## src/rtl/ifp_pkg.sv

```systemverilog
package ifp_pkg;
  localparam int unsigned FIELD_B = 4;
  localparam int unsigned FIELD_W = 8 * FIELD_B;
  localparam int unsigned IDX_W   = $clog2(FIELD_B);

  typedef enum logic [2:0] {
    ST_HEAD  = 3'd0,
    ST_MODRM = 3'd1,
    ST_SIB   = 3'd2,
    ST_DISP  = 3'd3,
    ST_IMM   = 3'd4,
    ST_OUT   = 3'd5
  } ifp_state_e;

  localparam logic [7:0] PFX_OPSZ = 8'h66;
  localparam logic [7:0] PFX_ADSZ = 8'h67;
  localparam logic [7:0] OP_MOVI8 = 8'hC6;
  localparam logic [7:0] OP_MOVIW = 8'hC7;

  function automatic logic op_has_modrm(input logic [7:0] op);
    return (op[7:2] == 6'b100010) || (op[7:2] == 6'b000000) ||
           (op[7:2] == 6'b001010) || (op[7:1] == 7'b1100011);
  endfunction

  // state entered once the specifier (and scaled-index) byte is known
  function automatic ifp_state_e tail_state(input logic [2:0] disp_n,
                                            input logic [2:0] imm_n);
    if (disp_n != 3'd0)     return ST_DISP;
    else if (imm_n != 3'd0) return ST_IMM;
    else                    return ST_OUT;
  endfunction

  function automatic logic [FIELD_W-1:0] sext_field(input logic [FIELD_W-1:0] raw,
                                                    input logic [2:0] n);
    case (n)
      3'd1:    return {{(FIELD_W-8){raw[7]}}, raw[7:0]};
      3'd2:    return {{(FIELD_W-16){raw[15]}}, raw[15:0]};
      3'd4:    return raw;
      default: return '0;
    endcase
  endfunction
endpackage

```

## src/rtl/ifp_prefix_reg.sv

```systemverilog
module ifp_prefix_reg (
  input  logic clk_i,
  input  logic rst_ni,
  input  logic hit_op_i,
  input  logic hit_ad_i,
  input  logic clr_i,
  output logic ovr_op_o,
  output logic ovr_ad_o
);
  logic op_q, ad_q;

  // set, not toggle: repeats are idempotent
  always_ff @(posedge clk_i or negedge rst_ni) begin
    if (!rst_ni) begin
      op_q <= 1'b0;
      ad_q <= 1'b0;
    end else if (clr_i) begin
      op_q <= 1'b0;
      ad_q <= 1'b0;
    end else begin
      if (hit_op_i) op_q <= 1'b1;
      if (hit_ad_i) ad_q <= 1'b1;
    end
  end

  assign ovr_op_o = op_q;
  assign ovr_ad_o = ad_q;

  AST_PFX_CLEARED: assert property (@(posedge clk_i) disable iff (!rst_ni)
    clr_i |=> (!ovr_op_o && !ovr_ad_o));
endmodule

```

## src/rtl/ifp_size_decode.sv

```systemverilog
module ifp_size_decode (
  input  logic [7:0] op_i,
  input  logic [1:0] mod_i,
  input  logic [2:0] rm_i,
  input  logic       sib_seen_i,
  input  logic [2:0] sib_base_i,
  input  logic       addr32_i,
  input  logic       op32_i,
  output logic       need_sib_o,
  output logic [2:0] disp_n_o,
  output logic [2:0] imm_n_o
);
  logic reg_form;
  assign reg_form = (mod_i == 2'b11);

  assign need_sib_o = addr32_i && !reg_form && (rm_i == 3'b100);

  always_comb begin
    disp_n_o = 3'd0;
    if (!reg_form) begin
      if (!addr32_i) begin
        unique case (mod_i)
          2'b00:   disp_n_o = (rm_i == 3'b110) ? 3'd2 : 3'd0;
          2'b01:   disp_n_o = 3'd1;
          default: disp_n_o = 3'd2;
        endcase
      end else begin
        unique case (mod_i)
          2'b00: begin
            if (rm_i == 3'b101)                           disp_n_o = 3'd4;
            else if (sib_seen_i && sib_base_i == 3'b101)  disp_n_o = 3'd4;
            else                                          disp_n_o = 3'd0;
          end
          2'b01:   disp_n_o = 3'd1;
          default: disp_n_o = 3'd4;
        endcase
      end
    end
  end

  always_comb begin
    if (op_i == ifp_pkg::OP_MOVI8)      imm_n_o = 3'd1;
    else if (op_i == ifp_pkg::OP_MOVIW) imm_n_o = op32_i ? 3'd4 : 3'd2;
    else                                imm_n_o = 3'd0;
  end
endmodule

```

## src/rtl/ifp_le_field.sv

```systemverilog
module ifp_le_field #(
  parameter int unsigned NB = 4,
  localparam int unsigned IW = (NB > 1) ? $clog2(NB) : 1
) (
  input  logic            clk_i,
  input  logic            rst_ni,
  input  logic            clr_i,
  input  logic            ld_i,
  input  logic [IW-1:0]   idx_i,
  input  logic [7:0]      byte_i,
  output logic [8*NB-1:0] val_o
);
  logic [7:0] lane_q [NB];

  for (genvar g = 0; g < NB; g++) begin : g_lane
    always_ff @(posedge clk_i or negedge rst_ni) begin
      if (!rst_ni)                                  lane_q[g] <= '0;
      else if (clr_i)                               lane_q[g] <= '0;
      else if (ld_i && idx_i == IW'(g))             lane_q[g] <= byte_i;
    end
    assign val_o[8*g +: 8] = lane_q[g];
  end
endmodule

```

## src/rtl/instr_field_parser.sv

```systemverilog
module instr_field_parser
  import ifp_pkg::*;
#(
  parameter int unsigned LEN_W = 4
) (
  input  logic             clk_i,
  input  logic             rst_ni,
  input  logic             def32_i,
  input  logic [7:0]       in_byte_i,
  input  logic             in_valid_i,
  output logic             in_ready_o,
  output logic             rec_valid_o,
  input  logic             rec_ready_i,
  output logic             rec_err_o,
  output logic [7:0]       rec_opcode_o,
  output logic             rec_dir_o,
  output logic             rec_wide_o,
  output logic             rec_has_modrm_o,
  output logic [7:0]       rec_modrm_o,
  output logic             rec_has_sib_o,
  output logic [7:0]       rec_sib_o,
  output logic [2:0]       rec_disp_len_o,
  output logic [31:0]      rec_disp_o,
  output logic [2:0]       rec_imm_len_o,
  output logic [31:0]      rec_imm_o,
  output logic             rec_op32_o,
  output logic             rec_addr32_o,
  output logic [LEN_W-1:0] rec_len_o
);
  localparam logic [LEN_W-1:0] LEN_MAX = '1;

  ifp_state_e       st_q;
  logic [7:0]       opcode_q, modrm_q, sib_q;
  logic             err_q, has_modrm_q, has_sib_q;
  logic [2:0]       disp_n_q, imm_n_q;
  logic [IDX_W-1:0] cnt_q;
  logic [LEN_W-1:0] len_q;

  logic acc, pfx_op, pfx_ad, done;
  logic ovr_op, ovr_ad, op32, addr32;
  logic [7:0] modrm_v;
  logic dec_sib;
  logic [2:0] dec_disp, dec_imm;
  logic [FIELD_W-1:0] disp_raw, imm_raw;
  logic field_last;

  assign in_ready_o = (st_q != ST_OUT);
  assign acc        = in_valid_i && in_ready_o;
  assign pfx_op     = acc && (st_q == ST_HEAD) && (in_byte_i == PFX_OPSZ);
  assign pfx_ad     = acc && (st_q == ST_HEAD) && (in_byte_i == PFX_ADSZ);
  assign done       = (st_q == ST_OUT) && rec_ready_i;

  ifp_prefix_reg u_pfx (
    .clk_i    (clk_i),
    .rst_ni   (rst_ni),
    .hit_op_i (pfx_op),
    .hit_ad_i (pfx_ad),
    .clr_i    (done),
    .ovr_op_o (ovr_op),
    .ovr_ad_o (ovr_ad)
  );

  assign op32   = def32_i ^ ovr_op;
  assign addr32 = def32_i ^ ovr_ad;

  // decode sees the incoming byte in the state that captures it
  assign modrm_v = (st_q == ST_MODRM) ? in_byte_i : modrm_q;

  ifp_size_decode u_dec (
    .op_i       (opcode_q),
    .mod_i      (modrm_v[7:6]),
    .rm_i       (modrm_v[2:0]),
    .sib_seen_i (st_q == ST_SIB),
    .sib_base_i (in_byte_i[2:0]),
    .addr32_i   (addr32),
    .op32_i     (op32),
    .need_sib_o (dec_sib),
    .disp_n_o   (dec_disp),
    .imm_n_o    (dec_imm)
  );

  ifp_le_field #(.NB(FIELD_B)) u_disp (
    .clk_i  (clk_i),
    .rst_ni (rst_ni),
    .clr_i  (done),
    .ld_i   (acc && st_q == ST_DISP),
    .idx_i  (cnt_q),
    .byte_i (in_byte_i),
    .val_o  (disp_raw)
  );

  ifp_le_field #(.NB(FIELD_B)) u_imm (
    .clk_i  (clk_i),
    .rst_ni (rst_ni),
    .clr_i  (done),
    .ld_i   (acc && st_q == ST_IMM),
    .idx_i  (cnt_q),
    .byte_i (in_byte_i),
    .val_o  (imm_raw)
  );

  always_comb begin
    field_last = 1'b0;
    if (st_q == ST_DISP) field_last = ((3'(cnt_q) + 3'd1) == disp_n_q);
    if (st_q == ST_IMM)  field_last = ((3'(cnt_q) + 3'd1) == imm_n_q);
  end

  always_ff @(posedge clk_i or negedge rst_ni) begin
    if (!rst_ni) begin
      st_q        <= ST_HEAD;
      opcode_q    <= '0;
      modrm_q     <= '0;
      sib_q       <= '0;
      err_q       <= 1'b0;
      has_modrm_q <= 1'b0;
      has_sib_q   <= 1'b0;
      disp_n_q    <= '0;
      imm_n_q     <= '0;
      cnt_q       <= '0;
    end else begin
      unique case (st_q)
        ST_HEAD: begin
          if (acc && !pfx_op && !pfx_ad) begin
            opcode_q <= in_byte_i;
            if (op_has_modrm(in_byte_i)) begin
              has_modrm_q <= 1'b1;
              st_q        <= ST_MODRM;
            end else begin
              err_q <= 1'b1;
              st_q  <= ST_OUT;
            end
          end
        end
        ST_MODRM: begin
          if (acc) begin
            modrm_q   <= in_byte_i;
            has_sib_q <= dec_sib;
            disp_n_q  <= dec_disp;
            imm_n_q   <= dec_imm;
            cnt_q     <= '0;
            st_q      <= dec_sib ? ST_SIB : tail_state(dec_disp, dec_imm);
          end
        end
        ST_SIB: begin
          if (acc) begin
            sib_q    <= in_byte_i;
            disp_n_q <= dec_disp;
            st_q     <= tail_state(dec_disp, imm_n_q);
          end
        end
        ST_DISP, ST_IMM: begin
          if (acc) begin
            if (field_last) begin
              cnt_q <= '0;
              st_q  <= (st_q == ST_DISP && imm_n_q != 3'd0) ? ST_IMM : ST_OUT;
            end else begin
              cnt_q <= cnt_q + 1'b1;
            end
          end
        end
        ST_OUT: begin
          if (rec_ready_i) begin
            st_q        <= ST_HEAD;
            opcode_q    <= '0;
            modrm_q     <= '0;
            sib_q       <= '0;
            err_q       <= 1'b0;
            has_modrm_q <= 1'b0;
            has_sib_q   <= 1'b0;
            disp_n_q    <= '0;
            imm_n_q     <= '0;
          end
        end
        default: st_q <= ST_HEAD;
      endcase
    end
  end

  always_ff @(posedge clk_i or negedge rst_ni) begin
    if (!rst_ni)                     len_q <= '0;
    else if (done)                   len_q <= '0;
    else if (acc && len_q != LEN_MAX) len_q <= len_q + 1'b1;
  end

  assign rec_valid_o     = (st_q == ST_OUT);
  assign rec_err_o       = err_q;
  assign rec_opcode_o    = opcode_q;
  assign rec_dir_o       = opcode_q[1];
  assign rec_wide_o      = opcode_q[0];
  assign rec_has_modrm_o = has_modrm_q;
  assign rec_modrm_o     = modrm_q;
  assign rec_has_sib_o   = has_sib_q;
  assign rec_sib_o       = sib_q;
  assign rec_disp_len_o  = disp_n_q;
  assign rec_disp_o      = sext_field(disp_raw, disp_n_q);
  assign rec_imm_len_o   = imm_n_q;
  assign rec_imm_o       = imm_raw;
  assign rec_op32_o      = op32;
  assign rec_addr32_o    = addr32;
  assign rec_len_o       = len_q;

  AST_REC_HOLD: assert property (@(posedge clk_i) disable iff (!rst_ni)
    (rec_valid_o && !rec_ready_i) |=> (rec_valid_o && $stable(rec_len_o) && $stable(rec_disp_o)));
  AST_STALL_IN: assert property (@(posedge clk_i) disable iff (!rst_ni)
    rec_valid_o |-> !in_ready_o);
  AST_SIB_GATE: assert property (@(posedge clk_i) disable iff (!rst_ni)
    (rec_valid_o && rec_has_sib_o) |->
      (rec_addr32_o && rec_modrm_o[7:6] != 2'b11 && rec_modrm_o[2:0] == 3'b100));
  AST_DISP16_LEN: assert property (@(posedge clk_i) disable iff (!rst_ni)
    (rec_valid_o && !rec_addr32_o) |-> (rec_disp_len_o != 3'd4));
  AST_DISP32_LEN: assert property (@(posedge clk_i) disable iff (!rst_ni)
    (rec_valid_o && rec_addr32_o) |-> (rec_disp_len_o != 3'd2));
  AST_REG_NODISP: assert property (@(posedge clk_i) disable iff (!rst_ni)
    (rec_valid_o && rec_has_modrm_o && rec_modrm_o[7:6] == 2'b11) |->
      (rec_disp_len_o == 3'd0 && !rec_has_sib_o));
  AST_ERR_SHAPE: assert property (@(posedge clk_i) disable iff (!rst_ni)
    (rec_valid_o && rec_err_o) |->
      (!rec_has_modrm_o && rec_disp_len_o == 3'd0 && rec_imm_len_o == 3'd0));
  AST_IMM_WIDE: assert property (@(posedge clk_i) disable iff (!rst_ni)
    (rec_valid_o && !rec_err_o && rec_opcode_o == OP_MOVIW) |->
      (rec_imm_len_o == (rec_op32_o ? 3'd4 : 3'd2)));
endmodule

```

## config.mk

```make
export PLATFORM = sky130hd
export DESIGN_NAME = instr_field_parser
export DESIGN_NICKNAME = d
export VERILOG_FILES = /design/src/rtl/ifp_pkg.sv /design/src/rtl/ifp_prefix_reg.sv /design/src/rtl/ifp_size_decode.sv /design/src/rtl/ifp_le_field.sv /design/src/rtl/instr_field_parser.sv
export SDC_FILE = /design/constraint.sdc
export NUM_CORES = 1
export LEC_CHECK = 0
export BUFFER_PORTS_ARGS = -buffer_cell sky130_fd_sc_hd__buf_4
export CAP_MARGIN = 20
export CORE_MARGIN = 10
export CORE_UTILIZATION = 44
export DETAILED_ROUTE_END_ITERATION = 8
export PLACE_DENSITY_LB_ADDON = 0.05
export SLEW_MARGIN = 20
export SYNTH_ARGS = -nofsm -noshare
export SYNTH_HDL_FRONTEND = slang
export SYNTH_HIERARCHICAL = 1
export SYNTH_SLANG_ARGS = --single-unit
```

## constraint.sdc

```tcl
create_clock -name clk_i -period 7.36 [get_ports clk_i]
set_input_delay 0.368 -clock clk_i [delete_from_list [all_inputs] [get_ports clk_i]]
set_output_delay 0.368 -clock clk_i [all_outputs]
set_load 0.01 [all_outputs]
```

# ---- After elaboration in Yosys (flattened, before gate mapping)
# Cells that the tools add are included.
dict set report word_totals {
  register_bits 108
  latch_bits 0
  ram_bits 0
  rom_bits 0
  input_bits 13
  out_inout_bits 107
  word_cells 197
  n_memories 0
}
dict set report op_classes {
  addsub 3
  n_mul 0
  div 0
  n_lt_le_gt_ge 0
  eq_ne 37
  n_shift 0
  n_mux 73
  n_bitwise 2
  n_reduce_logical 61
}
# op count
set op_table {}
lappend op_table {{8-bit two-way mux} 20}
lappend op_table {{32-bit case mux with 3 select lines} 1}
lappend op_table {{3-bit two-way mux} 19}
lappend op_table {{8-bit case mux with 2 select lines} 3}
lappend op_table {{2-bit nonzero test} 16}
lappend op_table {{3-bit case mux with 2 select lines} 4}
lappend op_table {{1-bit logical AND} 22}
lappend op_table {{3-bit equality test, second input constant} 7}
lappend op_table {{8-bit by 7-bit equality test with 1-bit output, second input constant} 2}
lappend op_table {{8-bit equality test, second input constant} 2}
lappend op_table {{1-bit two-way mux} 15}
lappend op_table {{3-bit case mux with 5 select lines} 1}
lappend op_table {{3-bit AND reduction} 5}
lappend op_table {{2-bit != test, second input constant} 5}
lappend op_table {{3-bit by 2-bit equality test with 1-bit output, second input constant} 3}
lappend op_table {{3-bit nonzero test} 3}
lappend op_table {{2-bit two-way mux} 4}
lappend op_table {{4-bit two-way mux} 2}
lappend op_table {{2-bit by 1-bit != test with 1-bit output, second input constant} 4}
lappend op_table {{4-bit AND reduction} 2}
lappend op_table {{7-bit equality test, second input constant} 1}
lappend op_table {{2-bit equality test, second input constant} 3}
lappend op_table {{3-bit by 1-bit equality test with 1-bit output, second input constant} 2}
lappend op_table {{3-bit equality test} 2}
lappend op_table {{other kinds (18)} 28}

# ---- Longest topological paths before layout
dict set report depth {
  ltp_word 12
  depth_mapped 10
  depth_no_buf 9
}

# ---- Cells and area by module
# The synthesis kept the hierarchy.
# mod instances cells_each area_each_um2 seq_area_each_um2
set by_module_without_submodules {}
lappend by_module_without_submodules {ifp_le_field 2 116 1445.1 800.8}
lappend by_module_without_submodules {instr_field_parser 1 275 2492.4 1051.0}
lappend by_module_without_submodules {ifp_size_decode 1 18 148.9 0.0}
lappend by_module_without_submodules {ifp_prefix_reg 1 4 70.1 50.0}

# ---- Least setup slack after synthesis
# No wires, ideal clock.
dict set report synth_path {
  path_type {register -> register}
  start {register st_q[1]}
  end {register st_q[0]}
  setup_ps 125
  arrival_ps 2502
  t_required_ps 7235
  path_slack_ps 4733
  stages_incl_launch_ff 10
  path_buffers 1
  period_less_slack_ps 2627
  cell_sequence {dfrtp_1 buf_2 nor3b_2 mux2_2 nand3b_1 a211oi_1 nor3_1 o32ai_1 a211o_1 mux2_4}
}
dict set report synth_via {
  elab_chain_cells 12
  word_cells_on_any_way 54
  classes_between {eq/ne (17); mux (19); reduce/logical (18)}
}
# item line
set synth_lines {}
lappend synth_lines {{from (decl)} instr_field_parser.sv:32} ;# ifp_state_e st_q;
lappend synth_lines {{from (signal assigned)} instr_field_parser.sv:141} ;# st_q <= dec_sib ? ST_SIB : tail_state(dec_disp, dec_imm);
lappend synth_lines {{from (signal assigned)} instr_field_parser.sv:148} ;# st_q <= tail_state(dec_disp, imm_n_q);
lappend synth_lines {{from (signal assigned)} instr_field_parser.sv:155} ;# st_q <= (st_q == ST_DISP && imm_n_q != 3'd0) ? ST_IMM : ST_OUT;
lappend synth_lines {{3-bit by 1-bit equality test with 1-bit output *} instr_field_parser.sv:67} ;# assign modrm_v = (st_q == ST_MODRM) ? in_byte_i : modrm_q;
lappend synth_lines {{8-bit two-way mux *} instr_field_parser.sv:67}
lappend synth_lines {{via modrm_v[1]} instr_field_parser.sv:41} ;# logic [7:0] modrm_v;
lappend synth_lines {{3-bit equality test (on tied branches)} {ifp_size_decode.sv:23, ifp_size_decode.sv:30}}
lappend synth_lines {{2-bit two-way mux or 3-bit two-way mux (tied branches)} {ifp_size_decode.sv:23, ifp_size_decode.sv:30}}
lappend synth_lines {{3-bit case mux with 2 select lines (on tied branches)} {ifp_size_decode.sv:22, ifp_size_decode.sv:28}}
lappend synth_lines {{3-bit two-way mux *} ifp_size_decode.sv:21} ;# if (!addr32_i) begin
lappend synth_lines {{3-bit two-way mux *} ifp_size_decode.sv:20} ;# if (!reg_form) begin
lappend synth_lines {{via dec_disp[1]} instr_field_parser.sv:43} ;# logic [2:0] dec_disp, dec_imm;
lappend synth_lines {{3-bit nonzero test *} ifp_pkg.sv:28} ;# if (disp_n != 3'd0) return ST_DISP;
lappend synth_lines {{3-bit two-way mux} ifp_pkg.sv:28}
lappend synth_lines {{3-bit two-way mux} instr_field_parser.sv:141}
lappend synth_lines {{3-bit two-way mux} instr_field_parser.sv:135} ;# if (acc) begin
lappend synth_lines {{3-bit case mux with 5 select lines *} instr_field_parser.sv:121} ;# unique case (st_q)
# The timed path passes the listed nets; every way through them passes the cells marked *. The select of a mux whose other input is x is not followed.
# A chain may end at the register's enable or synchronous reset.

# ---- Worst setup path after layout
dict set report layout_path {
  start {register st_q[0]}
  end {register st_q[0]}
}
# The elaborated chain is that of the path after synthesis.

==> impl_metrics.py <==
metrics = {
    "placed_design": {
        "gp_congestion": 0.7785,
        "dp_slack_ns": 4.310,
        "dp_hpwl_mm": 10.90,
        "io_buffers": 119,
    },
    "finish": {
        "syn_to_final_growth_pct": 22.60,
        "nets": 645,
        "final_common_cell": "buf_4",
        "final_cell_mix": "buf_4 (123), dfrtp_1 (108), nand2b_1 (84)",
        "multi_input_area_mm2": 0.002679,
        "antenna_cells": 0,
        "drive_gt1_share_pct": 24.09,
        "fillCellCount": 1166,
        "final-seq-area_mm2": 0.002703,
    },
    "detailed_routing": {
        "drtIter0Drc": 334,
        "ant_nets": 0,
        "viasPerCell": 5.213,
        "vias": 4207,
        "wirelength_mm": 15.43,
        "drc_errors": 0,
        "wl_per_cell_um": 19.13,
        "drtPass1Iterations": 4,
    },
    "critical_path": {
        "r2r_cells": 8,
        "crit_slowest_cell": "dfrtp_1",
        "worst-path-stages": 8,
        "reg2reg_to": "st_q[0]$_DFFE_PN0P_",
        "crit_chain": "nor3b_2, mux2_2, nand3b_1, a211oi_1, nor3_1, o32ai_1, a211o_1, mux2_4",
        "crit_path_start": "st_q[0]$_DFFE_PN0P_",
        "critPathKind": "reg2reg",
        "cp-start-kind": "flop",
        "path_max_fanout": 19,
        "cp_slowest_stage_delay_ns": 0.64,
        "required_ns": 7.59,
        "cp_top_family": "simple AND/OR/NAND/NOR gates",
        "crit_path_end_kind": "flop",
        "ff2ff_setup_slack_ns": 4.30,
        "setup.worst_path.end": "st_q[0]$_DFFE_PN0P_",
        "crit_buf_inv": 0,
        "r2r_start": "st_q[0]$_DFFE_PN0P_",
        "cp.arrival_ns": 3.29,
    },
    "sta": {
        "maxSlewHeadroom_pct": 36.69,
        "final.min_clock_period_ns": 3.058,
        "fin_worst_skew_ns": 0.009392,
        "hold_viol_final": 0,
        "clock.fmax_mhz": 327.0,
        "timing.final.crit_share_pct": 41.54,
        "setup_tns_ns": 0,
        "maxSlewViolCount": 0,
        "layout_setup_ws_ns": 4.302,
        "grt_setup_unrepaired": "no",
        "max_slew.worst_pin.slew_ns": 0.9496,
        "setup_viol_count_final": 0,
    },
    "synth": {
        "synth_warnings": 6,
        "synth_seq_cells": 108,
        "ys_seq_area_share_pct": 48.25,
        "synth_cells": 529,
        "synth.cell_area_mm2": 0.005602,
        "async_flop_share_pct": 100.0,
        "post_synth_num_cell_types": 54,
        "syn_nets": 544,
        "avgSynthCellArea_um2": 10.59,
        "synth_edf_count": 0,
        "ys.flop_type": "dfrtp_1",
    },
    "worst_hold_path": {
        "min_path_type": "in2async",
    },
    "grt": {
        "grt_pass1_wl_mm": 24.63,
        "grt_usage_pct": 17.31,
        "grt_max_degree": 89,
        "grt_overflow": 0,
        "grt_pass1_vias": 4503,
        "antenna_found_initial": 0,
    },
    "clocking": {
        "h-tree-depth": 3,
        "post-cts-setup-buffer-count": 0,
        "cts_hold_buffers": 0,
        "tritoncts": "yes",
        "clk_latency_ns": 0.35,
        "clkTransAtPathRegs_ns": 0.07,
        "cts_buffers": 9,
        "cts_resized": 0,
        "root_buffer": "clkbuf_16",
        "cts.sinks": 108,
        "cts_buffer_depth": 2,
    },
    "power": {
        "vdd_drop_max_mv": 0.1850,
        "power_switching_share_pct": 37.04,
        "p_leak_nw": 3.735,
        "share_seq_of_total_power_pct": 39.0,
        "p_clk_share_pct": 20.8,
        "intPower_w": 0.001461,
        "power_density_mw_per_mm2": 337.9,
        "p_comb_share_pct": 40.2,
        "switchingPower_w": 0.0008596,
    },
    "die": {
        "initial_core_util_pct": 44.57,
        "die_w_um": 132.8,
        "num_rows": 41,
        "dieArea_mm2": 0.01764,
        "io_pins": 120,
        "chipHeight_um": 132.8,
        "core_mm2": 0.01257,
    },
    "run": {
        "cap_violations": 0,
    },
    "run_status": {
        "outcome": "finished clean",
    },
}
==> power groups by stage <==
stage                     Combinational (W)  Sequential, W  Clock [W]
after global routing                0.00103       0.000929   0.000517
after CTS                          0.000948       0.000907   0.000494
after floorplan                    0.000555       0.000903          0
after global placement             0.000923       0.000911          0
after detailed placement           0.000943       0.000916          0
final                              0.000933       0.000905   0.000483
==> state kept, by name, indices dropped and copies added (netlist names) <==
register / count
rec_has_modrm_o: 1
st_q: 3
rec_disp_len_o: 3
rec_imm_len_o: 3
rec_has_sib_o: 1
u_disp/val_o: 32
rec_err_o: 1
rec_sib_o: 8
u_imm/val_o: 32
u_pfx/ovr_op_o: 1
rec_opcode_o: 8
u_pfx/ovr_ad_o: 1
rec_len_o: 4
rec_modrm_o: 8
cnt_q: 2
==> metrics by stage <==
stage / hold WS [ns] / utilization, % / std cells / total power, W / cell area [um2]
2_1_floorplan: 0.07241 / - / 529 / 0.001458 / 5602
3_3_place_gp: 0.4625 / 52.32 / 791 / 0.001833 / 6576
3_5_place_dp: 0.4666 / 52.32 / 791 / 0.001859 / 6576
4_1_cts: 0.08211 / 54.64 / 807 / 0.002348 / 6868
5_1_grt: 0.1018 / 54.64 / 807 / 0.002477 / 6868
6_report: 0.06304 / 54.64 / 807 / 0.002320 / 6868
==> metal layers <==
layer  vias to the layer above  GRT usage [%]  routed length [um]
li1                       2028              -                   -
met1                      2039          22.00                6965
met2                       123          27.20                7170
met3                        17          5.110                1042
met4                         0          6.479                 256
met5                         -              0                   0
==> cell type report <==
| cell class | instances | area share, % |
|---|---|---|
| sequential | 108 | 39.35 |
| multi-input combinational | 373 | 39.01 |
| clock inverter | 6 | 0.9109 |
| clock buffer | 10 | 3.334 |
| tap | 172 | 3.134 |
| timing repair buffer | 123 | 13.45 |
| inverter | 15 | 0.8198 |
==> how the worst min path moves through the flow <==
| stage | startpoint | slack (ns) | cells past startpoint | to |
|---|---|---|---|---|
| floorplan | rst_ni | 0.07 | 0 | cnt_q[0]$_DFFE_PN0P_ |
| global placement | rst_ni | 0.46 | 1 | u_imm/val_o[4]$_DFFE_PN0P_ |
| detailed placement | rst_ni | 0.47 | 1 | u_imm/val_o[4]$_DFFE_PN0P_ |
| CTS | rst_ni | 0.08 | 1 | u_imm/val_o[4]$_DFFE_PN0P_ |
| global route | rst_ni | 0.10 | 1 | u_imm/val_o[4]$_DFFE_PN0P_ |
| finish | rst_ni | 0.06 | 1 | u_imm/val_o[4]$_DFFE_PN0P_ |
==> cells by family (layout without fill, tap and decap cells) <==
group                      after synthesis  in the layout  synth area share (%)
AOI/OAI and AO/OA                       86             86                 10.86
muxes                                   75             75                 13.69
adders and majority gates                2              2                0.4467
xor gates and xnor gates                12             12                 1.876
DFF                                    108            108                 48.25
buffers and inverters                   48            154                 3.931
and+or+nand+nor                        198            198                 20.95
==> synthesized netlist by cell type (2+ instances only) <==
master / number / area [um2]
a31oi_1: 2 / 12.51
o211ai_1: 2 / 15.01
dfrtp_1: 108 / 2703
nor4_1: 3 / 18.77
a21oi_1: 9 / 45.04
buf_4: 2 / 15.01
o21ba_1: 2 / 20.02
nor2_1: 13 / 48.80
nand4_1: 3 / 18.77
buf_6: 3 / 33.78
nand2b_1: 84 / 525.5
xor2_1: 6 / 52.55
or3_4: 2 / 22.52
and2_1: 3 / 18.77
nand3b_1: 9 / 67.56
or3b_1: 2 / 17.52
a21o_1: 25 / 187.7
mux2i_1: 68 / 680.7
and3b_1: 3 / 26.28
nand4b_1: 2 / 17.52
o21ai_0: 20 / 100.1
a22o_1: 11 / 96.34
mux2_4: 2 / 30.03
nand2_1: 42 / 157.7
nor3_1: 6 / 30.03
inv_1: 15 / 56.30
mux2_2: 5 / 56.30
nand3_1: 5 / 25.02
ha_1: 2 / 25.02
xnor2_1: 6 / 52.55
and3_1: 2 / 12.51
clkbuf_1: 19 / 71.32
buf_2: 8 / 40.04
nor2b_1: 12 / 75.07
o31ai_1: 4 / 30.03
Note: power is estimated with default switching activity, not from simulation.
